## config.mk

```make
export PLATFORM = sky130hd
export DESIGN_NAME = dma_chan_seq
export DESIGN_NICKNAME = d
export VERILOG_FILES = /design/src/rtl/dmach_pkg.sv /design/src/rtl/dmach_regs.sv /design/src/rtl/dmach_fsm.sv /design/src/rtl/dma_chan_seq.sv
export SDC_FILE = /design/constraint.sdc
export NUM_CORES = 1
export LEC_CHECK = 0
export ABC_CLOCK_PERIOD_IN_PS = 3750
export BUFFER_PORTS_ARGS = -buffer_cell sky130_fd_sc_hd__buf_4
export CORE_MARGIN = 5
export CORE_UTILIZATION = 40
export CTS_BUF_LIST = sky130_fd_sc_hd__clkbuf_16
export CTS_CLUSTER_DIAMETER = 40
export DETAILED_ROUTE_END_ITERATION = 16
export GPL_ROUTABILITY_DRIVEN = 0
export PLACE_DENSITY = 0.6
export SLEW_MARGIN = 20
export SYNTH_ARGS = -nofsm -noshare
export SYNTH_HDL_FRONTEND = slang
export SYNTH_SLANG_ARGS = --single-unit
```

## constraint.sdc

```tcl
create_clock -name clk -period 3.75 [get_ports clk]
set_clock_uncertainty 0.05 [all_clocks]
set_input_delay 0.5625 -clock clk [delete_from_list [all_inputs] [get_ports clk]]
set_output_delay 0.5625 -clock clk [all_outputs]
set_load 0.01 [all_outputs]
```

## src/rtl/dmach_pkg.sv

```systemverilog
package dmach_pkg;

    typedef enum logic [1:0] {
        S_IDLE  = 2'd0,
        S_READ  = 2'd1,
        S_WRITE = 2'd2
    } seq_state_t;

    // control word, bit 0 upward: en, dir, circ, pinc, minc, psize[1:0], msize[1:0], m2m
    typedef struct packed {
        logic       m2m;
        logic [1:0] msize;
        logic [1:0] psize;
        logic       minc;
        logic       pinc;
        logic       circ;
        logic       dir;
        logic       en;
    } chan_ctrl_t;

    localparam logic [1:0] SEL_CTRL  = 2'd0;
    localparam logic [1:0] SEL_COUNT = 2'd1;
    localparam logic [1:0] SEL_PBASE = 2'd2;
    localparam logic [1:0] SEL_MBASE = 2'd3;

    function automatic logic [2:0] unit_bytes(input logic [1:0] sz);
        case (sz)
            2'd0:    unit_bytes = 3'd1;
            2'd1:    unit_bytes = 3'd2;
            default: unit_bytes = 3'd4;
        endcase
    endfunction

endpackage

```

## src/rtl/dmach_regs.sv

```systemverilog
module dmach_regs
    import dmach_pkg::*;
#(
    parameter int ADDR_W = 32,
    parameter int DATA_W = 32,
    parameter int CNT_W  = 16
) (
    input  logic              clk,
    input  logic              rst_n,
    input  logic              cfg_we,
    input  logic [1:0]        cfg_sel,
    input  logic [DATA_W-1:0] cfg_wdata,
    input  logic              pair_done,
    input  logic              err_hit,
    output chan_ctrl_t        ctrl,
    output logic [CNT_W-1:0]  cnt,
    output logic [ADDR_W-1:0] p_cur,
    output logic [ADDR_W-1:0] m_cur,
    output logic              evt_half,
    output logic              evt_done,
    output logic              evt_err
);
    localparam int CTRL_W = $bits(chan_ctrl_t);

    logic [CNT_W-1:0]  reload;
    logic [ADDR_W-1:0] p_base, m_base;
    logic [CNT_W-1:0]  cnt_next;
    logic [ADDR_W-1:0] p_step, m_step;

    always_comb begin
        cnt_next = cnt - CNT_W'(1);
        p_step   = ADDR_W'(unit_bytes(ctrl.psize));
        m_step   = ADDR_W'(unit_bytes(ctrl.msize));
    end

    always_ff @(posedge clk) begin
        if (!rst_n) begin
            ctrl     <= '0;
            cnt      <= '0;
            reload   <= '0;
            p_base   <= '0;
            m_base   <= '0;
            p_cur    <= '0;
            m_cur    <= '0;
            evt_half <= 1'b0;
            evt_done <= 1'b0;
            evt_err  <= 1'b0;
        end else begin
            evt_half <= 1'b0;
            evt_done <= 1'b0;
            evt_err  <= 1'b0;
            if (cfg_we) begin
                unique case (cfg_sel)
                    SEL_CTRL:  ctrl <= chan_ctrl_t'(cfg_wdata[CTRL_W-1:0]);
                    SEL_COUNT: if (!ctrl.en) begin
                        cnt    <= cfg_wdata[CNT_W-1:0];
                        reload <= cfg_wdata[CNT_W-1:0];
                    end
                    SEL_PBASE: begin
                        p_base <= cfg_wdata[ADDR_W-1:0];
                        p_cur  <= cfg_wdata[ADDR_W-1:0];
                    end
                    SEL_MBASE: begin
                        m_base <= cfg_wdata[ADDR_W-1:0];
                        m_cur  <= cfg_wdata[ADDR_W-1:0];
                    end
                endcase
            end
            if (pair_done) begin
                evt_done <= (cnt_next == '0);
                evt_half <= (cnt_next == (reload >> 1));
                if (cnt_next == '0 && ctrl.circ) begin
                    cnt   <= reload;
                    p_cur <= p_base;
                    m_cur <= m_base;
                end else begin
                    cnt <= cnt_next;
                    if (ctrl.pinc) p_cur <= p_cur + p_step;
                    if (ctrl.minc) m_cur <= m_cur + m_step;
                end
            end
            if (err_hit) begin
                ctrl.en <= 1'b0;
                evt_err <= 1'b1;
            end
        end
    end

endmodule

```

## src/rtl/dmach_fsm.sv

```systemverilog
module dmach_fsm
    import dmach_pkg::*;
#(
    parameter int ADDR_W = 32,
    parameter int DATA_W = 32
) (
    input  logic              clk,
    input  logic              rst_n,
    input  chan_ctrl_t        ctrl,
    input  logic              cnt_nz,
    input  logic              periph_req,
    input  logic [ADDR_W-1:0] p_cur,
    input  logic [ADDR_W-1:0] m_cur,
    input  logic              bus_ack,
    input  logic              bus_err,
    input  logic [DATA_W-1:0] bus_rdata,
    output logic              bus_req,
    output logic              bus_we,
    output logic [ADDR_W-1:0] bus_addr,
    output logic [1:0]        bus_size,
    output logic [DATA_W-1:0] bus_wdata,
    output logic              pair_done,
    output logic              err_hit,
    output logic              periph_ack
);
    seq_state_t        state_q, state_d;
    logic [DATA_W-1:0] data_q;
    logic              start_ok;
    logic [1:0]        dst_size;

    always_comb begin
        start_ok = ctrl.en && cnt_nz && (ctrl.m2m || periph_req);
        state_d  = state_q;
        unique case (state_q)
            S_IDLE:  if (start_ok) state_d = S_READ;
            S_READ:  if (bus_ack)  state_d = bus_err ? S_IDLE : S_WRITE;
            S_WRITE: if (bus_ack)  state_d = S_IDLE;
            default: state_d = S_IDLE;
        endcase
    end

    always_ff @(posedge clk) begin
        if (!rst_n) begin
            state_q <= S_IDLE;
            data_q  <= '0;
        end else begin
            state_q <= state_d;
            if (state_q == S_READ && bus_ack && !bus_err) data_q <= bus_rdata;
        end
    end

    always_comb begin
        dst_size   = ctrl.dir ? ctrl.psize : ctrl.msize;
        bus_req    = 1'b0;
        bus_we     = 1'b0;
        bus_addr   = '0;
        bus_size   = 2'd0;
        bus_wdata  = '0;
        pair_done  = 1'b0;
        err_hit    = 1'b0;
        periph_ack = 1'b0;
        unique case (state_q)
            S_IDLE: ;
            S_READ: begin
                bus_req  = 1'b1;
                bus_addr = ctrl.dir ? m_cur : p_cur;
                bus_size = ctrl.dir ? ctrl.msize : ctrl.psize;
                err_hit  = bus_ack && bus_err;
            end
            S_WRITE: begin
                bus_req  = 1'b1;
                bus_we   = 1'b1;
                bus_addr = ctrl.dir ? p_cur : m_cur;
                bus_size = dst_size;
                case (dst_size)
                    2'd0:    bus_wdata = data_q & DATA_W'(8'hFF);
                    2'd1:    bus_wdata = data_q & DATA_W'(16'hFFFF);
                    default: bus_wdata = data_q;
                endcase
                pair_done  = bus_ack && !bus_err;
                err_hit    = bus_ack && bus_err;
                periph_ack = pair_done && !ctrl.m2m;
            end
            default: ;
        endcase
    end

endmodule

```

## src/rtl/dma_chan_seq.sv

```systemverilog
module dma_chan_seq
    import dmach_pkg::*;
#(
    parameter int ADDR_W = 32,
    parameter int DATA_W = 32,
    parameter int CNT_W  = 16
) (
    input  logic              clk,
    input  logic              rst_n,
    input  logic              cfg_we,
    input  logic [1:0]        cfg_sel,
    input  logic [DATA_W-1:0] cfg_wdata,
    input  logic              periph_req,
    output logic              periph_ack,
    output logic              bus_req,
    output logic              bus_we,
    output logic [ADDR_W-1:0] bus_addr,
    output logic [1:0]        bus_size,
    output logic [DATA_W-1:0] bus_wdata,
    input  logic              bus_ack,
    input  logic              bus_err,
    input  logic [DATA_W-1:0] bus_rdata,
    output logic              chan_en,
    output logic [CNT_W-1:0]  remain_cnt,
    output logic              evt_half,
    output logic              evt_done,
    output logic              evt_err
);
    chan_ctrl_t        ctrl_q;
    logic [ADDR_W-1:0] p_cur, m_cur;
    logic              pair_done, err_hit;

    dmach_regs #(.ADDR_W(ADDR_W), .DATA_W(DATA_W), .CNT_W(CNT_W)) u_regs (
        .clk       (clk),
        .rst_n     (rst_n),
        .cfg_we    (cfg_we),
        .cfg_sel   (cfg_sel),
        .cfg_wdata (cfg_wdata),
        .pair_done (pair_done),
        .err_hit   (err_hit),
        .ctrl      (ctrl_q),
        .cnt       (remain_cnt),
        .p_cur     (p_cur),
        .m_cur     (m_cur),
        .evt_half  (evt_half),
        .evt_done  (evt_done),
        .evt_err   (evt_err)
    );

    dmach_fsm #(.ADDR_W(ADDR_W), .DATA_W(DATA_W)) u_fsm (
        .clk        (clk),
        .rst_n      (rst_n),
        .ctrl       (ctrl_q),
        .cnt_nz     (remain_cnt != '0),
        .periph_req (periph_req),
        .p_cur      (p_cur),
        .m_cur      (m_cur),
        .bus_ack    (bus_ack),
        .bus_err    (bus_err),
        .bus_rdata  (bus_rdata),
        .bus_req    (bus_req),
        .bus_we     (bus_we),
        .bus_addr   (bus_addr),
        .bus_size   (bus_size),
        .bus_wdata  (bus_wdata),
        .pair_done  (pair_done),
        .err_hit    (err_hit),
        .periph_ack (periph_ack)
    );

    assign chan_en = ctrl_q.en;

endmodule

```

[Word level (Yosys, flattened, before mapping)]
Cells that the tools add are included.
Word-level totals
  logic and storage cells: 102
  output and inout port bits: 89
  flip-flop bits (word level): 207
  bits of input ports: 72
Operators by class
  muxes and demuxes: 36
  add/sub/neg operators: 3
  eq/ne operators: 13
  reduce and logical (&&, ||, !) cells: 29
  bitwise gates (word level): 2
Operators with widths (number)
  $mux W32: 13
  $pmux W32 S2: 2
  $mux W16: 5
  $add A32 B3 Y32: 2
  $eq A16 B15 Y1: 1
  $logic_not A16 Y1: 1
  $reduce_bool A16 Y1: 1
  $sub A16 B1 Y16 const B: 1
  $mux W2: 6
  $pmux W3 S2: 2
  $eq A2 B1 Y1 const B: 5
  $logic_not A2 Y1: 5
  $reduce_and A3 Y1: 3
  $logic_and A1 B1 Y1: 8
  $reduce_and A2 Y1: 4
  $eq A2 B2 Y1 const B: 3
  $mux W1: 6
  $ne A2 B2 Y1 const B: 3
  $pmux W2 S3: 1
  $pmux W2 S2: 1
  $reduce_bool A2 Y1: 2
  $reduce_or A2 Y1: 2
  $logic_not A1 Y1: 2
  $ne A2 B1 Y1 const B: 1
  2 further kinds: 3

[Logic depth before layout (Yosys ltp)]
  word-level depth: 6
  gate-level depth with buffers: 14

[Modules after synthesis]
Synthesis repeated with hierarchy kept, for this count alone.
Unflattened totals
  cells, all modules: 1654
  area total of the unflattened synthesis: 12917.4 µm²
By module, submodules not included
  dmach_regs: area each 10288.6 µm², seq. area each 3463.3 µm², cells each 1319, instances 1
  dmach_fsm: area each 2597.5 µm², seq. area each 680.7 µm², cells each 330, instances 1
  dma_chan_seq: area each 31.3 µm², seq. area each 0.0 µm², cells each 5, instances 1

[Worst setup path after synthesis]
OpenSTA, ideal clock, no wires.
  path type: flip-flop to flip-flop
  from: register u_regs.cnt[0]
  to: register u_regs.cnt[1]
  library setup time: 0.133 ns
  data arrival time: 2.960 ns
  data required time: 3.567 ns
  stages on the path, launching flop included: 14
  slack: 0.607 ns
  cell sequence: dfxtp_1 clkbuf_1 inv_1 ha_1 clkbuf_1 or4b_1 buf_2 nor4_4 xor2_2 nor3_2 and2_4 buf_6 buf_6 o221ai_1
On the way
  word-level cells in the longest chain between the ends: 5
RTL lines
  start, declared: RTL line dmach_regs.sv:16  | output logic [CNT_W-1:0] cnt,
  start signal, assigned: RTL line dmach_regs.sv:56  | cnt <= cfg_wdata[CNT_W-1:0];
  start signal, assigned: RTL line dmach_regs.sv:73  | cnt <= reload;
  start signal, assigned: RTL line dmach_regs.sv:77  | cnt <= cnt_next;
  $sub A16 B1 Y16 (*): RTL line dmach_regs.sv:31  | cnt_next = cnt - CNT_W'(1);
  $logic_not A16 Y1: RTL line dmach_regs.sv:72  | if (cnt_next == '0 && ctrl.circ) begin
  $logic_and A1 B1 Y1: RTL line dmach_regs.sv:72
  $mux W16 (*): RTL line dmach_regs.sv:72
  $mux W16 (*): RTL line dmach_regs.sv:69  | if (pair_done) begin
Every way passes the cells marked *; elsewhere a longest branch is shown, timed or not.
A chain may end at the register's enable or synchronous reset.

[Final worst setup path]
  from: register u_fsm.state_q[0]
  to: output bus_addr[0]
On the way
  word-level cells in the longest chain between the ends: 2
RTL lines
  start, declared: RTL line dmach_fsm.sv:26  | seq_state_t state_q, state_d;
  start signal, assigned: RTL line dmach_fsm.sv:47  | state_q <= state_d;
  $eq A2 B2 Y1 or $eq A2 B1 Y1 (tied branches): RTL line dmach_fsm.sv:62  | unique case (state_q)
  $pmux W32 S2 (*): RTL line dmach_fsm.sv:62
  end, declared: RTL line dma_chan_seq.sv:17  | output logic [ADDR_W-1:0] bus_addr,
Marked as above.

==> metrics.md <==
| Metric | Value |
|---|---|
| H-tree levels | `2` |
| Post-CTS sizing | `0` |
| Pwr dens | `414 nW/um^2` |
| Post-Syn Area | `13200 sq um` |
| Setup crit end kind | `output port` |
| Busiest grt layer | `met2` |
| Vias per inst | `6.14` |
| Met1 usage | `0.359` |
| Vias in the first global route | `13400` |
| Worst Path Max Fanout | `17` |
| R2R Path Start | `u_regs.cnt[0]$_SDFFE_PN0P_` |
| Synth warn | `0` |
| Share of layout cells above drive strength 1 | `0.174` |
| RSZ-0062 raised after global routing | `false` |
| Max_slew headroom | `0.239` |
| Asr flop ratio synth | `0` |
| Post-Route WL | `49.3 mm` |
| Area contributors post-synth | `dfxtp_1, nand2_1, a21oi_1` |
| Clk root buf | `clkbuf_16` |
| I/O pin total | `161` |
| Congestion Overflow GR | `0` |
| Worst EP required | `3.14 ns` |
| Flop2flop setup slack | `0.38 ns` |
| PortBufs | `160` |
| Hold Violations, Final | `0` |
| Pleak | `0.00591 uW` |
| WL per Instance | `21.4 um` |
| Syn nets | `1858` |
| Standard-cell rows | `66` |
| Antenna violations before repair | `0` |
| Worst-path cell chain | `inv_1 > ha_1 > clkinv_1 > a211oi_1 > buf_4` |
| Die area | `36600 sq um` |
| Filler Cells Inserted | `3242` |
| Worst Tran Pin Value | `1.14 ns` |
| Final HPWL DP | `32.1 mm` |
| Maximum vdd ir drop | `0.000343 V` |
| Inst Count DP | `2233` |
| Syn Inst Count | `1773` |
| F_max | `280 MHz` |
| Hold Path Class | `input port to register` |
| Worst skew pair latency | `0.54 ns` |
| Outcome | `complete, no violations` |
| Largest net degree at the start of global routing | `72` |
| Startpoint types | `register` |
| Synth area leader | `dfxtp_1` |
| Layout area overhead | `21.7%` |
| Post-CTS setup repair buffer count | `0` |
| Final setup vio count | `0` |
| Clk slew on worst S/H paths | `0.05 ns` |
| Die height | `191 um` |
| Starting Density | `0.404` |
| Final Util | `0.492` |
| Post-synthesis sequential area ratio | `0.315` |
| Num CTS Buffers | `40` |
| First-pass GRT wire length | `77.3 mm` |
| Ant diodes | `0` |
| Hold Slack | `0.229 ns` |
| Synth top area share | `0.315` |
| Clock Sinks | `207` |
| Critical path's slowest cell | `a211oi_1` |
| Hold depth | `3` |
| Via Count | `14200` |
| Core area | `32500 sq um` |
| DRC viols | `0` |
| CP Class | `register to output port` |
| Setup TNS | `0 ns` |
| CTS Hold Bufs | `0` |
| Met2 Usage GRT | `0.407` |
| Synthesized area per cell | `7.42 sq um` |
| EDFF count, synth | `0` |
| Die X | `191 um` |
| Worst r2r dst | `u_regs.p_cur[4]$_SDFF_PN0_` |
| GR Util met3 | `0.0628` |
| Starting DRT DRC Count | `1383` |
| Distinct cells, synth | `63` |
| Hold Path End | `u_fsm.data_q[3]$_SDFFE_PN0P_` |
| Final Slew Violations | `0` |
| Crit path largest cell delay | `0.83 ns` |
| CTS tree | `done` |
| Hold Path Origin | `bus_rdata[3]` |
| #FFs+latches synth | `207` |
| R2r worst-path depth | `9` |
| DR pass1 iterations | `6` |
| Worst path arrival time | `2.96 ns` |
| Fin crit period | `3.57 ns` |
| Max Cap Violations | `0` |
| Fin cells | `2307` |
| Synth Flop Type | `dfxtp_1` |
| Total track usage | `0.263` |
| Nets@finish | `1918` |
| Antenna Violating Nets Remaining | `0` |
| Max Root-Sink Buffers | `3` |
| Final period util | `0.952` |
[Yosys cell counts, types with 6 or more instances]
library cell / n
nand2_1: 369
dfxtp_1: 207
a21oi_1: 160
clkbuf_1: 145
a211oi_1: 87
nor2_1: 74
o21ai_0: 74
a31oi_1: 50
and2_1: 42
a221oi_1: 38
xnor2_1: 38
mux2i_1: 35
a22oi_1: 34
nor4_1: 32
nand3_1: 29
inv_1: 25
a21boi_0: 24
xor2_1: 23
nand4_1: 21
a211oi_2: 19
or4_1: 19
mux2_2: 18
o31ai_1: 18
buf_1: 17
buf_2: 16
and3_1: 13
and4_1: 13
o22ai_1: 12
ha_1: 11
nor2b_1: 11
o211ai_1: 11
or3_1: 11
nor3_1: 9
and3b_1: 6
nand2b_1: 6
o2111ai_1: 6
[worst max path at each step]
stage / start / end / slack (ns) / cells past startpoint
2_1_floorplan: u_regs.cnt[0]$_SDFFE_PN0P_ / u_regs.cnt[1]$_SDFFE_PN0P_ / 0.61 / 13
3_3_place_gp: u_regs.cnt[0]$_SDFFE_PN0P_ / u_regs.p_cur[19]$_SDFF_PN0_ / 0.53 / 9
3_5_place_dp: u_regs.cnt[0]$_SDFFE_PN0P_ / u_regs.p_cur[4]$_SDFF_PN0_ / 0.41 / 9
4_1_cts: u_fsm.state_q[0]$_SDFFE_PN0P_ / bus_addr[0] / 0.24 / 5
5_1_grt: u_fsm.state_q[0]$_SDFFE_PN0P_ / bus_addr[0] / 0.10 / 5
6_report: u_fsm.state_q[0]$_SDFFE_PN0P_ / bus_addr[0] / 0.18 / 5
[power breakdown]
part	total, uW	switching [uW]	internal (uW)
clock	3680	1270	2400
sequential	2340	82.8	2260
combinational	602	353	248
total	6620	1710	4910
[sequential cells by signal, indices dropped and copies added (netlist names)]
register / flops
u_fsm.data_q: 32
u_fsm.state_q: 2
u_regs.evt_half: 1
u_regs.m_cur: 32
u_regs.ctrl: 10
u_regs.p_base: 32
u_regs.p_cur: 32
u_regs.evt_done: 1
u_regs.reload: 16
u_regs.evt_err: 1
u_regs.m_base: 32
u_regs.cnt: 16
[layout make-up]
| cell class | count | area (sq um) | share of cell area |
|---|---|---|---|
| clock buffers | 41 | 1030 | 0.0641 |
| clock inverters | 33 | 334 | 0.0209 |
| inverters | 27 | 104 | 0.00649 |
| multi-input cells | 1358 | 8240 | 0.515 |
| flip-flops and latches | 207 | 4150 | 0.259 |
| well taps | 442 | 553 | 0.0346 |
| repair buffers | 199 | 1610 | 0.100 |
[placed cells by master, fill, tap and decap left out, types with 18 or more instances in the layout]
| master | n |
|---|---|
| nand2_1 | 368 |
| nor2_1 | 73 |
| mux2_2 | 18 |
| xnor2_1 | 38 |
| a211oi_2 | 19 |
| a22oi_1 | 34 |
| nand4_1 | 21 |
| a221oi_1 | 38 |
| a21oi_1 | 160 |
| mux2i_1 | 35 |
| nand3_1 | 28 |
| a211oi_1 | 87 |
| a21boi_0 | 24 |
| xor2_1 | 23 |
| dfxtp_1 | 205 |
| a31oi_1 | 50 |
| o31ai_1 | 18 |
| or4_1 | 19 |
| clkbuf_16 | 41 |
| buf_4 | 190 |
| inv_1 | 31 |
| and2_1 | 41 |
| o21ai_0 | 74 |
| nor4_1 | 32 |
[stage by stage]
| stage | area (sq um) | worst slack [ns] | power (uW) |
|---|---|---|---|
| floorplan | 13200 | 0.607 | 2740 |
| global placement | 14600 | 0.533 | 2970 |
| detailed placement | 14600 | 0.412 | 2970 |
| CTS | 16000 | 0.240 | 6650 |
| global route | 16000 | 0.102 | 6850 |
| finish | 16000 | 0.180 | 6620 |
[logic make-up after synthesis]
| logic type | Yosys count | synth area share |
|---|---|---|
| and+or+nand+nor | 671 | 0.241 |
| AOI/OAI and AO/OA | 558 | 0.282 |
| buffers and inverters | 208 | 0.0626 |
| DFF | 207 | 0.315 |
| xor gates and xnor gates | 63 | 0.0436 |
| muxes | 53 | 0.0420 |
| adders and majority gates | 13 | 0.0135 |
[critical path, delay by kind of cell (launching register included)]
kind                       cells  cell delay, ns
AOI/OAI and AO/OA              1            0.83
adders and majority gates      1            0.32
buffers and inverters          3            0.92
DFF                            1            0.36
[layer usage]
layer / vias to the layer above / part of all wire / routed length [um]
li1: 6561 / - / -
met1: 6796 / 0.43 / 21000
met2: 693 / 0.44 / 21700
met3: 119 / 0.10 / 5060
met4: 0 / 0.032 / 1560
met5: - / 0 / 0
(Power assumes the default switching activity.)
